`config.mk`:
```
export PLATFORM = sky130hd
export DESIGN_NAME = add_rs_group
export DESIGN_NICKNAME = d
export VERILOG_FILES = /design/src/rtl/rs_pkg.sv /design/src/rtl/rs_pick.sv /design/src/rtl/rs_pipe.sv /design/src/rtl/rs_station.sv /design/src/rtl/add_rs_group.sv
export SDC_FILE = /design/constraint.sdc
export NUM_CORES = 1
export LEC_CHECK = 0
export BUFFER_PORTS_ARGS = -buffer_cell sky130_fd_sc_hd__buf_2
export CAP_MARGIN = 5
export CORE_MARGIN = 1.5
export CORE_UTILIZATION = 30
export DETAILED_ROUTE_END_ITERATION = 8
export SETUP_SLACK_MARGIN = 0.3
export SYNTH_ARGS = -nofsm -noshare
export SYNTH_HDL_FRONTEND = slang
export SYNTH_HIERARCHICAL = 1
export SYNTH_SLANG_ARGS = --single-unit
```
`constraint.sdc`:
```
create_clock -name clk -period 9.33 [get_ports clk]
set_clock_uncertainty 0.1 [all_clocks]
set_input_delay 0.933 -clock clk [delete_from_list [all_inputs] [get_ports clk]]
set_output_delay 0.933 -clock clk [all_outputs]
set_load 0.05 [all_outputs]
```
`src/rtl/rs_pkg.sv`:
```
package rs_pkg;
    localparam int RS_DW   = 32;
    localparam int RS_TW   = 4;
    localparam int RS_NUM  = 3;
    localparam int RS_LAT  = 3;
    localparam int RS_IW   = (RS_NUM > 1) ? $clog2(RS_NUM) : 1;
    localparam logic [RS_TW-1:0] RS_BASE = 4'b1011;

    typedef enum logic { OP_ADD = 1'b0, OP_SUB = 1'b1 } op_e;

    typedef enum logic [1:0] {
        ST_FREE = 2'd0,
        ST_WAIT = 2'd1,
        ST_EXEC = 2'd2,
        ST_DONE = 2'd3
    } st_e;

    typedef struct packed {
        op_e              op;
        logic [RS_DW-1:0] vj;
        logic [RS_TW-1:0] qj;
        logic [RS_DW-1:0] vk;
        logic [RS_TW-1:0] qk;
    } iss_t;

    function automatic logic [RS_DW-1:0] rs_calc(op_e op, logic [RS_DW-1:0] a,
                                                 logic [RS_DW-1:0] b);
        return (op == OP_SUB) ? a - b : a + b;
    endfunction
endpackage

```
`src/rtl/rs_pick.sv`:
```
module rs_pick #(
    parameter int N  = 3,
    parameter int IW = 2
) (
    input  logic [N-1:0]  req,
    output logic          any,
    output logic [IW-1:0] idx
);
    always_comb begin
        any = |req;
        idx = '0;
        for (int i = N - 1; i >= 0; i--) begin
            if (req[i]) idx = IW'(i);
        end
    end
endmodule

```
`src/rtl/rs_pipe.sv`:
```
module rs_pipe import rs_pkg::*; #(
    parameter int LAT = RS_LAT,
    parameter int IW  = RS_IW
) (
    input  logic             clk,
    input  logic             rst,
    input  logic             in_vld,
    input  op_e              in_op,
    input  logic [RS_DW-1:0] in_a,
    input  logic [RS_DW-1:0] in_b,
    input  logic [IW-1:0]    in_idx,
    output logic             out_vld,
    output logic [IW-1:0]    out_idx,
    output logic [RS_DW-1:0] out_data
);
    logic [LAT-1:0]   vld_q;
    logic [IW-1:0]    idx_q [LAT];
    logic [RS_DW-1:0] dat_q [LAT];

    always_ff @(posedge clk) begin
        if (rst) begin
            vld_q <= '0;
        end else begin
            vld_q[0] <= in_vld;
            for (int s = 1; s < LAT; s++) vld_q[s] <= vld_q[s-1];
        end
    end

    always_ff @(posedge clk) begin
        idx_q[0] <= in_idx;
        dat_q[0] <= rs_calc(in_op, in_a, in_b);
        for (int s = 1; s < LAT; s++) begin
            idx_q[s] <= idx_q[s-1];
            dat_q[s] <= dat_q[s-1];
        end
    end

    assign out_vld  = vld_q[LAT-1];
    assign out_idx  = idx_q[LAT-1];
    assign out_data = dat_q[LAT-1];
endmodule

```
`src/rtl/rs_station.sv`:
```
module rs_station import rs_pkg::*; (
    input  logic             clk,
    input  logic             rst,
    input  logic             issue_en,
    input  iss_t             iss,
    input  logic             cdb_vld,
    input  logic [RS_TW-1:0] cdb_tag,
    input  logic [RS_DW-1:0] cdb_data,
    input  logic             disp_gnt,
    input  logic             ret_hit,
    input  logic [RS_DW-1:0] ret_data,
    input  logic             bus_gnt,
    output logic             busy,
    output logic             rdy,
    output logic             done,
    output op_e              op_o,
    output logic [RS_DW-1:0] vj_o,
    output logic [RS_DW-1:0] vk_o,
    output logic [RS_DW-1:0] res_o
);
    st_e              state;
    op_e              op_q;
    logic [RS_DW-1:0] vj_q, vk_q, res_q;
    logic [RS_TW-1:0] qj_q, qk_q;

    logic hit_iss_j, hit_iss_k, hit_j, hit_k;
    assign hit_iss_j = cdb_vld && (iss.qj != '0) && (cdb_tag == iss.qj);
    assign hit_iss_k = cdb_vld && (iss.qk != '0) && (cdb_tag == iss.qk);
    assign hit_j     = cdb_vld && (qj_q != '0) && (cdb_tag == qj_q);
    assign hit_k     = cdb_vld && (qk_q != '0) && (cdb_tag == qk_q);

    always_ff @(posedge clk) begin
        if (rst) begin
            state <= ST_FREE;
            qj_q  <= '0;
            qk_q  <= '0;
        end else begin
            case (state)
                ST_FREE: if (issue_en) begin
                    state <= ST_WAIT;
                    op_q  <= iss.op;
                    qj_q  <= hit_iss_j ? '0 : iss.qj;
                    vj_q  <= hit_iss_j ? cdb_data : iss.vj;
                    qk_q  <= hit_iss_k ? '0 : iss.qk;
                    vk_q  <= hit_iss_k ? cdb_data : iss.vk;
                end
                ST_WAIT: begin
                    if (disp_gnt) state <= ST_EXEC;
                    if (hit_j) begin
                        vj_q <= cdb_data;
                        qj_q <= '0;
                    end
                    if (hit_k) begin
                        vk_q <= cdb_data;
                        qk_q <= '0;
                    end
                end
                ST_EXEC: if (ret_hit) begin
                    res_q <= ret_data;
                    state <= ST_DONE;
                end
                ST_DONE: if (bus_gnt) state <= ST_FREE;
                default: state <= ST_FREE;
            endcase
        end
    end

    assign busy  = (state != ST_FREE);
    assign rdy   = (state == ST_WAIT) && (qj_q == '0) && (qk_q == '0);
    assign done  = (state == ST_DONE);
    assign op_o  = op_q;
    assign vj_o  = vj_q;
    assign vk_o  = vk_q;
    assign res_o = res_q;
endmodule

```
`src/rtl/add_rs_group.sv`:
```
module add_rs_group import rs_pkg::*; #(
    parameter int NUM_ST   = RS_NUM,
    parameter int PIPE_LAT = RS_LAT
) (
    input  logic             clk,
    input  logic             rst,
    input  logic             iss_valid,
    input  logic             iss_op,
    input  logic [RS_DW-1:0] iss_vj,
    input  logic [RS_TW-1:0] iss_qj,
    input  logic [RS_DW-1:0] iss_vk,
    input  logic [RS_TW-1:0] iss_qk,
    output logic             iss_ready,
    input  logic             cdb_valid,
    input  logic [RS_TW-1:0] cdb_tag,
    input  logic [RS_DW-1:0] cdb_data,
    output logic [NUM_ST-1:0] st_busy,
    output logic             res_req,
    input  logic             res_grant,
    output logic [RS_TW-1:0] res_tag,
    output logic [RS_DW-1:0] res_data
);
    localparam int IW = (NUM_ST > 1) ? $clog2(NUM_ST) : 1;

    iss_t iss_pkt;
    assign iss_pkt = '{op: op_e'(iss_op), vj: iss_vj, qj: iss_qj, vk: iss_vk, qk: iss_qk};

    logic [NUM_ST-1:0] busy_v, rdy_v, done_v;
    logic [NUM_ST-1:0] issue_en, disp_gnt, ret_hit, bus_gnt;
    op_e              op_a  [NUM_ST];
    logic [RS_DW-1:0] vj_a  [NUM_ST];
    logic [RS_DW-1:0] vk_a  [NUM_ST];
    logic [RS_DW-1:0] res_a [NUM_ST];

    logic          free_any, disp_any, done_any;
    logic [IW-1:0] free_idx, disp_idx, done_idx, sel_idx;
    logic          pipe_vld;
    logic [IW-1:0] pipe_idx;
    logic [RS_DW-1:0] pipe_data;
    logic          hold_vld;
    logic [IW-1:0] hold_idx;

    rs_pick #(.N(NUM_ST), .IW(IW)) u_free (.req(~busy_v), .any(free_any), .idx(free_idx));
    rs_pick #(.N(NUM_ST), .IW(IW)) u_disp (.req(rdy_v),   .any(disp_any), .idx(disp_idx));
    rs_pick #(.N(NUM_ST), .IW(IW)) u_done (.req(done_v),  .any(done_any), .idx(done_idx));

    assign sel_idx = hold_vld ? hold_idx : done_idx;

    for (genvar i = 0; i < NUM_ST; i++) begin : g_st
        assign issue_en[i] = iss_valid && free_any && (free_idx == IW'(i));
        assign disp_gnt[i] = disp_any && (disp_idx == IW'(i));
        assign ret_hit[i]  = pipe_vld && (pipe_idx == IW'(i));
        assign bus_gnt[i]  = res_grant && res_req && (sel_idx == IW'(i));

        rs_station u_st (
            .clk      (clk),
            .rst      (rst),
            .issue_en (issue_en[i]),
            .iss      (iss_pkt),
            .cdb_vld  (cdb_valid),
            .cdb_tag  (cdb_tag),
            .cdb_data (cdb_data),
            .disp_gnt (disp_gnt[i]),
            .ret_hit  (ret_hit[i]),
            .ret_data (pipe_data),
            .bus_gnt  (bus_gnt[i]),
            .busy     (busy_v[i]),
            .rdy      (rdy_v[i]),
            .done     (done_v[i]),
            .op_o     (op_a[i]),
            .vj_o     (vj_a[i]),
            .vk_o     (vk_a[i]),
            .res_o    (res_a[i])
        );
    end

    rs_pipe #(.LAT(PIPE_LAT), .IW(IW)) u_pipe (
        .clk      (clk),
        .rst      (rst),
        .in_vld   (disp_any),
        .in_op    (op_a[disp_idx]),
        .in_a     (vj_a[disp_idx]),
        .in_b     (vk_a[disp_idx]),
        .in_idx   (disp_idx),
        .out_vld  (pipe_vld),
        .out_idx  (pipe_idx),
        .out_data (pipe_data)
    );

    always_ff @(posedge clk) begin
        if (rst) begin
            hold_vld <= 1'b0;
            hold_idx <= '0;
        end else if (res_req && !res_grant) begin
            hold_vld <= 1'b1;
            hold_idx <= sel_idx;
        end else if (res_grant) begin
            hold_vld <= 1'b0;
        end
    end

    assign iss_ready = free_any;
    assign st_busy   = busy_v;
    assign res_req   = hold_vld || done_any;
    assign res_tag   = RS_BASE + RS_TW'(sel_idx);
    assign res_data  = res_a[sel_idx];
endmodule

```
==> impl_metrics.env <==
export IMPL_status="completed"
export IMPL_synth_area_mm2=0.0218
export IMPL_dieHeight_um=273
export IMPL_syn_nets=1788
export IMPL_crit_arrival_ps=7310
export IMPL_cp_max_fo=57
export IMPL_synth_most_common_cell="edfxtp_1"
export IMPL_start_kind="flop"
export IMPL_synth_top_area_share_pct=40.0
export IMPL_min_period_ps=6950
export IMPL_required_ps=9690
export IMPL_clock_path_buffers=3
export IMPL_start_util_pct=30.4
export IMPL_maxSlewHeadroom_pct=24.0
export IMPL_crit_type="reg -> reg"
export IMPL_grt_max_degree=69
export IMPL_io_buffers=153
export IMPL_clock_fmax_mhz=144
export IMPL_drtIter0Drc=666
export IMPL_yosysSeqAreaShare_pct=52.7
export IMPL_num_nets_final=1904
export IMPL_holdPathStages=0
export IMPL_drive_above_1_share_pct=28.6
export IMPL_hold_buffers=0
export IMPL_ys_ff_latch=429
export IMPL_synthesis_instances=1625
export IMPL_clock_sinks=429
export IMPL_cp_end_kind="flop"
export IMPL_cts_tree="built"
export IMPL_rr_worst_depth=24
export IMPL_final_max_slew_violation_count=0
export IMPL_yosysUniqueCellTypes=73
export IMPL_drtPass1Iterations=5
export IMPL_cts_setup_buffers=0
export IMPL_worstSkewPairLatency_ps=570
export IMPL_coreArea_mm2=0.0717
export IMPL_yosys_top_cells_count="edfxtp_1, mux2_4, dfxtp_1"
export IMPL_min_period_over_period_pct=74.5
export IMPL_dieArea_mm2=0.0744
export IMPL_avgSynthCellArea_um2=13.4
export IMPL_synth_area_top_cells="edfxtp_1, dfxtp_1, mux2_4"
export IMPL_hold_ws_ps=226
export IMPL_place_congestion=0.863
export IMPL_pin_count=155
export IMPL_regToRegStartpoint="g_st[2].u_st/state[1]"
export IMPL_hp_class="reg -> reg"
export IMPL_h_tree_depth=2
export IMPL_via_per_inst=4.73
export IMPL_die_w_um=273
export IMPL_rsz0062_at_grt="no"
export IMPL_grt_pass1_wl_um=77900
export IMPL_wl_um=51400
export IMPL_cts_inserted_buffers=44
export IMPL_fin_setup_tns_ps=0
export IMPL_worstMarginPinSlew_ps=1140
export IMPL_wl_per_cell_um=18.8
export IMPL_synthFlopType="edfxtp_1"
export IMPL_cts_resized=0
export IMPL_synth_warnings=6
export IMPL_drc=0
export IMPL_rows=98
export IMPL_maxCapViolCount=0
export IMPL_synth_area_leader_cell="edfxtp_1"
export IMPL_min_from="u_pipe/dat_q[0][33]"
export IMPL_async_flop_share_pct=0
export IMPL_vias=12900
export IMPL_clkTransAtPathRegs_ps=60
export IMPL_postRouteAntennaNets=0
export IMPL_area_delta_synth_final_pct=12.8
export IMPL_grt_pass1_vias=13100
export IMPL_synth_edf_count=291
export IMPL_startpoint="g_st[2].u_st/state[1]"
export IMPL_grt_ovfl_total=0
export IMPL_clock_root_buffer="clkbuf_16"
export IMPL_grt_usage_pct=13.5
export IMPL_finalSetupViolations=0
export IMPL_finalHoldViolCount=0
export IMPL_antenna_found_initial=5
export IMPL_hpwl_um=35000
-- registers in the layout, summed over array words and instances, names as in the netlist --
name	flops
g_st.u_st/op_o	3
g_st.u_st/qj_q	12
g_st.u_st/qk_q	12
g_st.u_st/res_o	96
g_st.u_st/state	6
g_st.u_st/vj_o	96
g_st.u_st/vk_o	96
hold_idx	2
hold_vld	1
u_pipe/dat_q	96
u_pipe/idx_q	6
u_pipe/vld_q	3
-- metrics by stage --
step	std cells	util (%)	worst slack, ps	instance area (µm²)
6_report	2729	34.3	2380	24600
5_1_grt	2728	34.3	1730	24600
4_1_cts	2725	34.3	2370	24600
3_5_place_dp	2645	32.3	2390	23200
3_3_place_gp	2645	32.3	2560	23200
2_1_floorplan	1625	-	3490	21800
-- layer usage --
layer / GRT usage [%] / up-vias / wire length, µm
li1: - / 6235 / -
met1: 18.5 / 6329 / 24600
met2: 22.0 / 291 / 23800
met3: 2.06 / 58 / 2000
met4: 3.82 / 2 / 1020
met5: 0 / - / 12
-- layout make-up --
class	count	area (µm²)
inverter	50	188
clock inverter	26	263
multi-input combinational	1044	9370
clock buffer	54	1190
sequential	429	11500
timing repair buffer	172	908
antenna	4	10.0
fill	6932	47100
tap	950	1190
-- worst max-delay path, stage by stage (launching register included) --
cell and delay [ps]:
dfxtp_1 340, inv_1 90, ha_1 300, inv_1 190, nor4_1 340, nor3b_2 230, buf_4 250, buf_4 840
mux2i_1 270, o21ai_1 130, or3_4 470, nor3_1 240, nand2b_1 190, nor3_1 470, and2_1 280, a21oi_1 100
xnor2_1 140, ha_1 350, and4_1 240, a221o_1 340, or3_1 330, a31oi_1 160, a21boi_1 180, o21bai_1 90
xor2_1 140
-- worst paths after layout --
| path | end | slack, ps |
|---|---|---|
| worst max-delay path | u_pipe/dat_q[0][30] | 2380 |
| worst min-delay path | u_pipe/dat_q[0][65] | 230 |
| worst max register to register | u_pipe/dat_q[0][30] | 2380 |
| worst min register to register | u_pipe/dat_q[0][65] | 230 |
-- placed cells by master, fill, tap and decap left out, types with 46 or more instances in the layout --
master and instances:
buf_2 153, mux2_4 181, xnor2_1 76, nor2_1 60, dfxtp_1 138, nand2_1 97
ha_1 48, a21oi_1 51, edfxtp_1 291, mux2i_1 113, inv_1 49, clkbuf_16 46
o21ai_1 59
-- logic make-up after synthesis --
logic type,count (synthesis),share of synthesized area (%)
simple gates,298,7.10
buf+inv,152,4.68
fa+ha+maj,49,2.84
flops,429,52.7
compound gates,293,10.5
xor+xnor,96,3.89
other cells,1,0.0172
mux,307,18.3
Power is left out: the tool's default activity adds up to more than one toggle a clock period on the data nets, which glitch-free logic cannot reach.
